===== config.mk =====
export PLATFORM = sky130hd
export DESIGN_NAME = io_window_decoder
export DESIGN_NICKNAME = d
export VERILOG_FILES = /design/src/rtl/iod_pkg.sv /design/src/rtl/iod_lane_class.sv /design/src/rtl/iod_fault_merge.sv /design/src/rtl/iod_cfg_reg.sv /design/src/rtl/io_window_decoder.sv
export SDC_FILE = /design/constraint.sdc
export NUM_CORES = 1
export LEC_CHECK = 0
export CAP_MARGIN = 10
export CORE_ASPECT_RATIO = 0.5
export CORE_MARGIN = 2
export CORE_UTILIZATION = 25
export CTS_CLUSTER_SIZE = 25
export DETAILED_ROUTE_END_ITERATION = 8
export GPL_ROUTABILITY_DRIVEN = 0
export SYNTH_ARGS = -nofsm -noshare
export SYNTH_HDL_FRONTEND = slang
export SYNTH_SLANG_ARGS = --single-unit

===== constraint.sdc =====
create_clock -name clk -period 1.9 [get_ports clk]
set_input_delay 0.285 -clock clk [delete_from_list [all_inputs] [get_ports clk]]
set_output_delay 0.285 -clock clk [all_outputs]
set_load 0.02 [all_outputs]

===== src/rtl/iod_pkg.sv =====
package iod_pkg;

   typedef enum logic [1:0] {
      BC_FAULT = 2'd0,
      BC_VOID  = 2'd1,
      BC_MON   = 2'd2,
      BC_CTRL  = 2'd3
   } byte_cls_e;

   localparam logic [15:0] CFG_MON_OFF  = 16'h8006;
   localparam logic [15:0] CFG_CTRL_OFF = 16'h8007;

   localparam logic [15:0] HOLE_A_LO = 16'h800A;
   localparam logic [15:0] HOLE_A_HI = 16'h800D;
   localparam logic [15:0] HOLE_B_LO = 16'h8060;
   localparam logic [15:0] HOLE_B_HI = 16'h8063;
   localparam logic [15:0] HOLE_C    = 16'h860E;
   localparam logic [15:0] HOLE_D    = 16'h893B;

   function automatic byte_cls_e classify(input logic [15:0] off);
      byte_cls_e c;
      if (off == CFG_MON_OFF)                          c = BC_MON;
      else if (off == CFG_CTRL_OFF)                    c = BC_CTRL;
      else if (off >= HOLE_A_LO && off <= HOLE_A_HI)   c = BC_VOID;
      else if (off >= HOLE_B_LO && off <= HOLE_B_HI)   c = BC_VOID;
      else if (off == HOLE_C || off == HOLE_D)         c = BC_VOID;
      else                                             c = BC_FAULT;
      return c;
   endfunction

   function automatic logic [2:0] size_bytes(input logic [1:0] sz);
      logic [2:0] n;
      case (sz)
         2'd0:    n = 3'd1;
         2'd1:    n = 3'd2;
         default: n = 3'd4;
      endcase
      return n;
   endfunction

endpackage


===== src/rtl/iod_lane_class.sv =====
module iod_lane_class
   import iod_pkg::*;
#(
   parameter int unsigned LANE = 0
)(
   input  logic [15:0] base_off,
   input  logic [2:0]  nbytes,
   output logic        active,
   output logic        fault,
   output logic        hit_mon,
   output logic        hit_ctrl
);
   logic [15:0] off;
   byte_cls_e   cls;

   assign off      = base_off + 16'(LANE);
   assign cls      = classify(off);
   assign active   = (32'(nbytes) > LANE);
   assign fault    = (cls == BC_FAULT);
   assign hit_mon  = (cls == BC_MON);
   assign hit_ctrl = (cls == BC_CTRL);
endmodule


===== src/rtl/iod_fault_merge.sv =====
module iod_fault_merge #(
   parameter int unsigned LANES = 4
)(
   input  logic [LANES-1:0] lane_fault,
   input  logic [2:0]       nbytes,
   input  logic             odd,
   input  logic             strict,
   output logic             fault,
   output logic             misalign
);
   localparam int unsigned WORDS = LANES / 2;

   logic [WORDS-1:0] word_fault;

   generate
      for (genvar w = 0; w < WORDS; w++) begin : g_word
         assign word_fault[w] = lane_fault[2*w] & lane_fault[2*w+1];
      end
   endgenerate

   always_comb begin
      case (nbytes)
         3'd1:    fault = lane_fault[0];
         3'd2:    fault = word_fault[0];
         default: fault = |word_fault;
      endcase
   end

   assign misalign = strict & odd & (nbytes != 3'd1);
endmodule


===== src/rtl/iod_cfg_reg.sv =====
module iod_cfg_reg #(
   parameter logic [7:0] CTRL_MASK = 8'h25
)(
   input  logic       clk,
   input  logic       rst_n,
   input  logic [7:0] mon_pin,
   input  logic       wr_en,
   input  logic [7:0] wr_byte,
   output logic [7:0] mon_q,
   output logic [7:0] ctrl_q
);
   logic unused_wr;
   assign unused_wr = ^wr_byte;

   always_ff @(posedge clk) begin
      if (!rst_n) mon_q <= mon_pin;
   end

   generate
      for (genvar b = 0; b < 8; b++) begin : g_bit
         if (CTRL_MASK[b]) begin : g_flop
            always_ff @(posedge clk or negedge rst_n) begin
               if (!rst_n)     ctrl_q[b] <= 1'b0;
               else if (wr_en) ctrl_q[b] <= wr_byte[b];
            end
         end else begin : g_tie
            assign ctrl_q[b] = 1'b0;
         end
      end
   endgenerate

   // monitor code never moves once reset is released
   p_mon_hold_r7: assert property (@(posedge clk) disable iff (!rst_n)
      $past(rst_n) |-> $stable(mon_q));

   // control byte only changes through a write strobe
   p_ctrl_only_on_write_r8: assert property (@(posedge clk) disable iff (!rst_n)
      !$past(wr_en) && $past(rst_n) |-> $stable(ctrl_q));
endmodule


===== src/rtl/io_window_decoder.sv =====
module io_window_decoder
   import iod_pkg::*;
#(
   parameter int unsigned ADDR_W    = 24,
   parameter int unsigned WIN_HI    = 'hFF,
   parameter logic [7:0]  CTRL_MASK = 8'h25,
   parameter int unsigned LANES     = 4
)(
   input  logic                clk,
   input  logic                rst_n,
   input  logic                req,
   input  logic                we,
   input  logic [ADDR_W-1:0]   addr,
   input  logic [1:0]          size,
   input  logic [8*LANES-1:0]  wdata,
   input  logic                align_strict,
   input  logic [7:0]          mon_id,
   output logic [8*LANES-1:0]  rdata,
   output logic                ack,
   output logic                berr,
   output logic                aerr,
   output logic                cpu_fast,
   output logic                blit_fast
);
   localparam int unsigned HI_W   = ADDR_W - 16;
   localparam int unsigned DATA_W = 8 * LANES;

   generate
      if (ADDR_W < 17) begin : g_bad_addr_w
         initial $fatal(1, "ADDR_W must exceed 16");
      end
      if (LANES != 4) begin : g_bad_lanes
         initial $fatal(1, "LANES must be 4 (byte, word, long)");
      end
      if (WIN_HI >= (1 << HI_W)) begin : g_bad_win
         initial $fatal(1, "WIN_HI does not fit above bit 15");
      end
   endgenerate

   logic              in_win;
   logic [2:0]        nb;
   logic [LANES-1:0]  lane_act, lane_flt, lane_mon, lane_ctl;
   logic              fault, misalign, sel;
   logic [7:0]        mon_q, ctrl_q, ctrl_wbyte, lane_val;
   logic [DATA_W-1:0] rd_next;
   logic              ctrl_wr;
   int                sh;

   assign in_win = (addr[ADDR_W-1:16] == HI_W'(WIN_HI));
   assign nb     = size_bytes(size);
   assign sel    = req & in_win;

   generate
      for (genvar i = 0; i < LANES; i++) begin : g_lane
         iod_lane_class #(.LANE(i)) u_lane (
            .base_off (addr[15:0]),
            .nbytes   (nb),
            .active   (lane_act[i]),
            .fault    (lane_flt[i]),
            .hit_mon  (lane_mon[i]),
            .hit_ctrl (lane_ctl[i])
         );
      end
   endgenerate

   iod_fault_merge #(.LANES(LANES)) u_merge (
      .lane_fault (lane_flt),
      .nbytes     (nb),
      .odd        (addr[0]),
      .strict     (align_strict),
      .fault      (fault),
      .misalign   (misalign)
   );

   always_comb begin
      rd_next    = '0;
      ctrl_wbyte = '0;
      sh         = 0;
      lane_val   = '0;
      for (int i = 0; i < LANES; i++) begin
         if (lane_act[i]) begin
            sh       = 8 * (int'(nb) - 1 - i);
            lane_val = lane_mon[i] ? mon_q : (lane_ctl[i] ? ctrl_q : 8'h00);
            rd_next  = rd_next | (DATA_W'(lane_val) << sh);
            if (lane_ctl[i]) ctrl_wbyte = 8'(wdata >> sh);
         end
      end
   end

   assign ctrl_wr = sel & we & ~fault & ~misalign & |(lane_act & lane_ctl);

   iod_cfg_reg #(.CTRL_MASK(CTRL_MASK)) u_cfg (
      .clk     (clk),
      .rst_n   (rst_n),
      .mon_pin (mon_id),
      .wr_en   (ctrl_wr),
      .wr_byte (ctrl_wbyte),
      .mon_q   (mon_q),
      .ctrl_q  (ctrl_q)
   );

   always_ff @(posedge clk or negedge rst_n) begin
      if (!rst_n) begin
         ack   <= 1'b0;
         berr  <= 1'b0;
         aerr  <= 1'b0;
         rdata <= '0;
      end else begin
         ack   <= sel & ~misalign & ~fault;
         berr  <= sel & ~misalign & fault;
         aerr  <= sel & misalign;
         rdata <= (sel & ~misalign & ~fault & ~we) ? rd_next : '0;
      end
   end

   assign cpu_fast  = ctrl_q[0];
   assign blit_fast = ctrl_q[2];

   // at most one response flag per cycle
   p_one_resp_r2: assert property (@(posedge clk) disable iff (!rst_n)
      $onehot0({ack, berr, aerr}));

   // a response needs an in-window request one cycle earlier
   p_resp_needs_req_r1: assert property (@(posedge clk) disable iff (!rst_n)
      (ack || berr || aerr) |-> $past(req && in_win));

   // address error only for strict mode at an odd address
   p_aerr_strict_r6: assert property (@(posedge clk) disable iff (!rst_n)
      aerr |-> $past(align_strict && addr[0]));

   // a faulted or misaligned access leaves the control byte alone
   p_no_write_on_fault_r8: assert property (@(posedge clk) disable iff (!rst_n)
      (sel && (fault || misalign)) |=> $stable(ctrl_q));

   // read data is quiet outside an acknowledge
   p_rdata_quiet_r10: assert property (@(posedge clk) disable iff (!rst_n)
      !ack |-> (rdata == '0));
endmodule


Yosys cells after proc, flatten, opt, wreduce, memory -nomap -nowiden:

Index checks and enable logic that the tools add are counted.
W data, S select, Z words.

* input port bits: 71
* flip-flop bits (word level): 46
* output and inout bits: 37
* logic and storage cells: 155

* $add $sub $neg: 7
* shifts and indexed selects: 8
* multiplexer cells: 43
* reduce and logical (&&, ||, !) cells: 19
* equality and inequality tests: 29
* bitwise gates (word level): 21
* magnitude comparators: 20

Operators with widths (count)
* $eq A16 B16 Y1 const B: 16
* $mux W32: 5
* $ge A16 B16 Y1 const B: 8
* $le A16 B16 Y1 const B: 8
* $shl A8 B32 Y32: 4
* $shr A32 B32 Y6: 4
* $or A32 B32 Y32: 3
* $mux W6: 12
* $add A16 B2 Y16 const B: 2
* $mux W2: 16
* $mux W8: 4
* $add A16 B1 Y16 const B: 1
* $eq A2 B2 Y1 const B: 8
* $and A1 B1 Y1: 14
* $logic_not A2 Y1: 5
* $sub A4 B3 Y5 const B: 2
* $eq A8 B8 Y1 const B: 1
* $logic_and A1 B1 Y1: 8
* $gt A3 B1 Y1 const B: 2
* $gt A3 B2 Y1 const B: 2
* $pmux W3 S2: 1
* $sub A4 B2 Y5 const B: 1
* $and A4 B4 Y4: 1
* $logic_or A1 B1 Y1: 4
* 10 further kinds: 15

Logic depth before layout (Yosys ltp):

* depth after elaboration: 19
* depth in mapped cells: 14
* mapped depth without buffers: 11

Hierarchy:

From an unflattened synthesis, not the netlist that was laid out.

* cell total of the unflattened synthesis: 674
* area, all modules: 5422.7 µm²

Modules (own cells, without submodules)
* io_window_decoder: cells an instance 368, sequential area each 875.8 µm², times used 1, area an instance 2936.6 µm²
* iod_lane_class at g_lane[1].u_lane: cells an instance 93, sequential area each 0.0 µm², times used 1, area an instance 678.2 µm²
* iod_lane_class at g_lane[3].u_lane: cells an instance 85, sequential area each 0.0 µm², times used 1, area an instance 651.9 µm²
* iod_lane_class at g_lane[2].u_lane: cells an instance 75, sequential area each 0.0 µm², times used 1, area an instance 543.0 µm²
* iod_cfg_reg: cells an instance 21, sequential area each 315.3 µm², times used 1, area an instance 394.1 µm²
* iod_lane_class at g_lane[0].u_lane: cells an instance 25, sequential area each 0.0 µm², times used 1, area an instance 168.9 µm²
* iod_fault_merge: cells an instance 7, sequential area each 0.0 µm², times used 1, area an instance 50.0 µm²

Least setup slack after synthesis:

No wires, ideal clock.

* path type: input -> register
* start point: input addr[0]
* end point: register rdata[12]
* stages: 13
* data arrival time: 3.095 ns
* library setup time: 0.111 ns
* data required time: 1.789 ns
* setup slack: -1.307 ns
* path buffers: 3
* cell sequence: buf_2 -> inv_1 -> ha_1 -> clkbuf_1 -> nand2b_1 -> o31a_1 -> nor4_2 -> nand3_1 -> or2_1 -> buf_2 -> or3_1 -> and2_4 -> a2111oi_2

* cells in the longest elaborated chain, start to end: 18
* elaborated cells between the ends (all ways): 102
* classes of those cells: add/sub (3); order compare (16); eq/ne (20); shift (4); mux (30); bitwise (12); reduce/logical (17)

RTL lines
* start, declared: line io_window_decoder.sv:13 `input logic [ADDR_W-1:0] addr,`
* parallel branches: the longest is 17 deep, another holds $add A16 B1 Y16
* $mux W32 (*): line io_window_decoder.sv:112 `rdata <= (sel & ~misalign & ~fault & ~we) ? rd_next : '0;`
* end signal, assigned: line io_window_decoder.sv:112
* end, declared: line io_window_decoder.sv:18 `output logic [8*LANES-1:0] rdata,`

Every way passes the cells marked *.
A chain may end at the register's enable or synchronous reset.

Worst setup path after layout:

* start point: input addr[1]
* end point: register u_cfg.ctrl_q[5]

* cells in the longest elaborated chain, start to end: 16
* elaborated cells between the ends (all ways): 93
* classes of those cells: add/sub (3); order compare (16); eq/ne (20); mux (29); bitwise (7); reduce/logical (18)

RTL lines
* parallel branches: the longest is 16 deep, another holds $add A16 B1 Y16
* end signal, assigned by index: line iod_cfg_reg.sv:24 `else if (wr_en) ctrl_q[b] <= wr_byte[b];`
* end, declared: line iod_cfg_reg.sv:10 `output logic [7:0] ctrl_q`

Parallel ways; which one is timed is not known.

==> results_dict.tcl <==
set metrics [dict create \
    outcome "finished, violations left" \
    violations "negative setup slack" \
    drive_gt1_share_pct 40.9 \
    required_ns 2.06 \
    netlist.area_leader.share_pct 21.6 \
    max_slew_margin_pct 67.7 \
    maxCapViolCount 0 \
    grt_use_total_pct 17.3 \
    arrival_ns 3.08 \
    tightestPinTransition_ns 0.481 \
    maxSlewViolCount 0 \
    crit_type "in -> reg" \
    synth.distinct_cells 82 \
    grt_pass1_wl_mm 26.3 \
    dominantRegCellSynth "dfrtp_1" \
    coreArea_um2 17300 \
    insertion_delay_ns 0.28 \
    yosys-top-cells-count "52 x nor2_1, 43 x nand2_1, 38 x dfrtp_1, 26 x nand3_1, 20 x nor3_1" \
    antenna_cells 0 \
    drc 0 \
    viasPerCell 5.26 \
    via_count 5256 \
    worst_hold_path_type "in -> async" \
    syn_area_per_cell_um2 8.24 \
    fin_nets 850 \
    numClockSinks 46 \
    end_kind "flop" \
    antenna_found_initial 0 \
    die_y_um 97.8 \
    dp_hpwl_mm 12.9 \
    numPortBuffers 87 \
    ys.warnings.count 0 \
    rsz0062_at_grt "yes" \
    cts-root-buf "clkbuf_16" \
    areaGrowthSynthToFinish_pct 75.5 \
    start_kind "input port" \
    syn-cell-area_um2 4400 \
    io_pins 108 \
    tns_ns -35.51 \
    ys_seq_area_share_pct 27.1 \
    peakVddDrop_mv 0.356 \
    grt_pass1_vias 5004 \
    cts_max_level 2 \
    yosysTopAreaCell "dfrtp_1" \
    power_density_nw_per_um2 376 \
    finalSetupViolCount 37 \
    clock_skew_ns 0.00726 \
    cts_max_path_buffers 2 \
    synth.area.top_cells "dfrtp_1 22%, edfxtp_1 5.5%, nor2_1 4.4%" \
    initial_core_util_pct 25.4 \
    cts_made_buffers 5 \
    syn-num-nets 620 \
    dieWidth_um 192 \
    die_area_um2 18700 \
    ant_nets 0 \
    yosysMostFrequentCell "nor2_1" \
    gr-total-overflow 0 \
    async_flop_share_pct 82.6 \
    reg2reg_depth 4 \
    r2r_slack_ns 0.35 \
    grt_start_max_net_pins 39 \
    setup_ws_ns -1.02 \
    synthCells 534 \
    post-route-min-period_ns 2.92 \
    timing.rr.start "u_cfg.mon_q[5]" \
    rr_endpoint "rdata[13]" \
    post_drt_wl_per_cell_um 17.0 \
    crit_path_start "addr[1]" \
    drt-total-wl_mm 16.9 \
    first_pass_iters 6 \
    leakagePower_nw 3.01 \
    hold_buffers 0 \
    p_total_mw 2.90 \
    crit_path_max_fanout 5 \
    clkTransAtPathRegs_ns 0.06 \
    endpoint "u_cfg.ctrl_q[5]" \
    cts_tree "done" \
    dr.first_iter.drc_count 454 \
    ys_seq_elements 46 \
    finalHoldViolCount 0 \
    num_rows 34 \
    finalCritPeriodShare_pct 154 \
    fmax_mhz 342 \
    synth_edf_count 8 \
]
how the worst min path moves through the flow:
stage	start	endpoint	slack, ns	cells after the start
3_3_place_gp	rst_n	rdata[22]	0.38	2
6_report	rst_n	rdata[6]	0.08	2
3_5_place_dp	rst_n	rdata[30]	0.39	2
5_1_grt	rst_n	rdata[28]	0.12	2
4_1_cts	rst_n	rdata[23]	0.09	2
2_1_floorplan	rst_n	ack	-0.01	0
final cells by class:
class                      count  area, µm²
timing repair buffer         264       2330
clock buffer                   6        139
fill                        1633       9590
clock inverter                 2       12.5
sequential                    46       1190
multi-input combinational    430       3690
tap                          234        293
inverter                      17       72.6
registers in the layout (all words and copies together), names as in the netlist:
name          flops
ack               1
aerr              1
berr              1
rdata            32
u_cfg.ctrl_q      3
u_cfg.mon_q       8
critical path: stages:
cell	delay (ns)
buf_12	0.12
ha_4	0.16
and3b_2	0.21
or2_4	0.25
buf_6	0.13
mux2_4	0.30
a31oi_4	0.14
o211ai_1	0.11
buf_4	0.16
or3b_1	0.38
nor3b_4	0.19
o2111ai_4	0.29
mux2_1	0.35
routing by layer:
layer / vias to the layer above / part of all wire [%] / routed length (µm) / global-route usage (%)
li1: 2485 / - / - / -
met1: 2541 / 44 / 7510 / 24.4
met2: 206 / 48 / 8150 / 28.8
met3: 24 / 6.2 / 1050 / 1.55
met4: 0 / 1.4 / 232 / 3.61
met5: - / 0 / 0 / 0
cell usage in the layout (no fill, tap or decap), types with 5 or more instances in the layout:
cell type        count
a21oi_1             13
clkbuf_2             5
or3_1                5
xor2_1              10
o21ai_0             15
nand2_1             41
inv_1               12
and3_1              11
clkbuf_16            6
nor3_1              18
nand3_1             24
nor4_4               7
nor4_2              10
buf_6               17
buf_12               7
and2_1               5
buf_4              155
a22o_1               7
nand3b_1             7
nor2_2               8
nor2_1              42
nor2b_1              7
ha_1                 7
o31a_1               6
clkdlybuf4s50_1     71
a2111oi_4            8
xnor2_1              5
nand4_1             14
o221ai_1             5
mux2i_1              8
edfxtp_1             8
dfrtp_1             38
a222oi_1             6
ha_4                 7
a22oi_1              5
logic make-up (layout without fill, tap and decap cells):
logic type      count (synthesis)  after routing  synth area share [%]
compound gates                127            127                  23.1
xor+xnor                       19             19                  3.78
fa+ha+maj                      15             15                  4.26
buf+inv                        58            289                  6.00
flops                          46             46                  27.1
mux                            16             16                  3.78
simple gates                  253            253                  32.0
repair_timing:
item	4_1_cts	5_1_grt
pin swaps	21	33
setup endpoints to repair	37	37
cloned	0	1
setup buffers	16	15
gates resized for setup	62	117
stage by stage:
step,hold slack (ns),instance area [µm²],cells,setup WS (ns),util [%]
finish,0.0778,7720,999,-1.02,44.6
CTS,0.0856,7160,986,-1.11,41.3
floorplan,-0.0106,4630,534,-0.855,-
global placement,0.378,6680,962,-1.84,38.6
detailed placement,0.385,6680,962,-1.96,38.6
global route,0.123,7720,999,-1.15,44.6
power breakdown:
group          switching [mW]  internal [mW]  leakage [nW]
clock                   0.342          0.520        0.0745
sequential             0.0114           1.02         0.609
combinational           0.528          0.481          2.33
total                   0.881           2.02          3.01
Power figures use the tool's default switching activity.
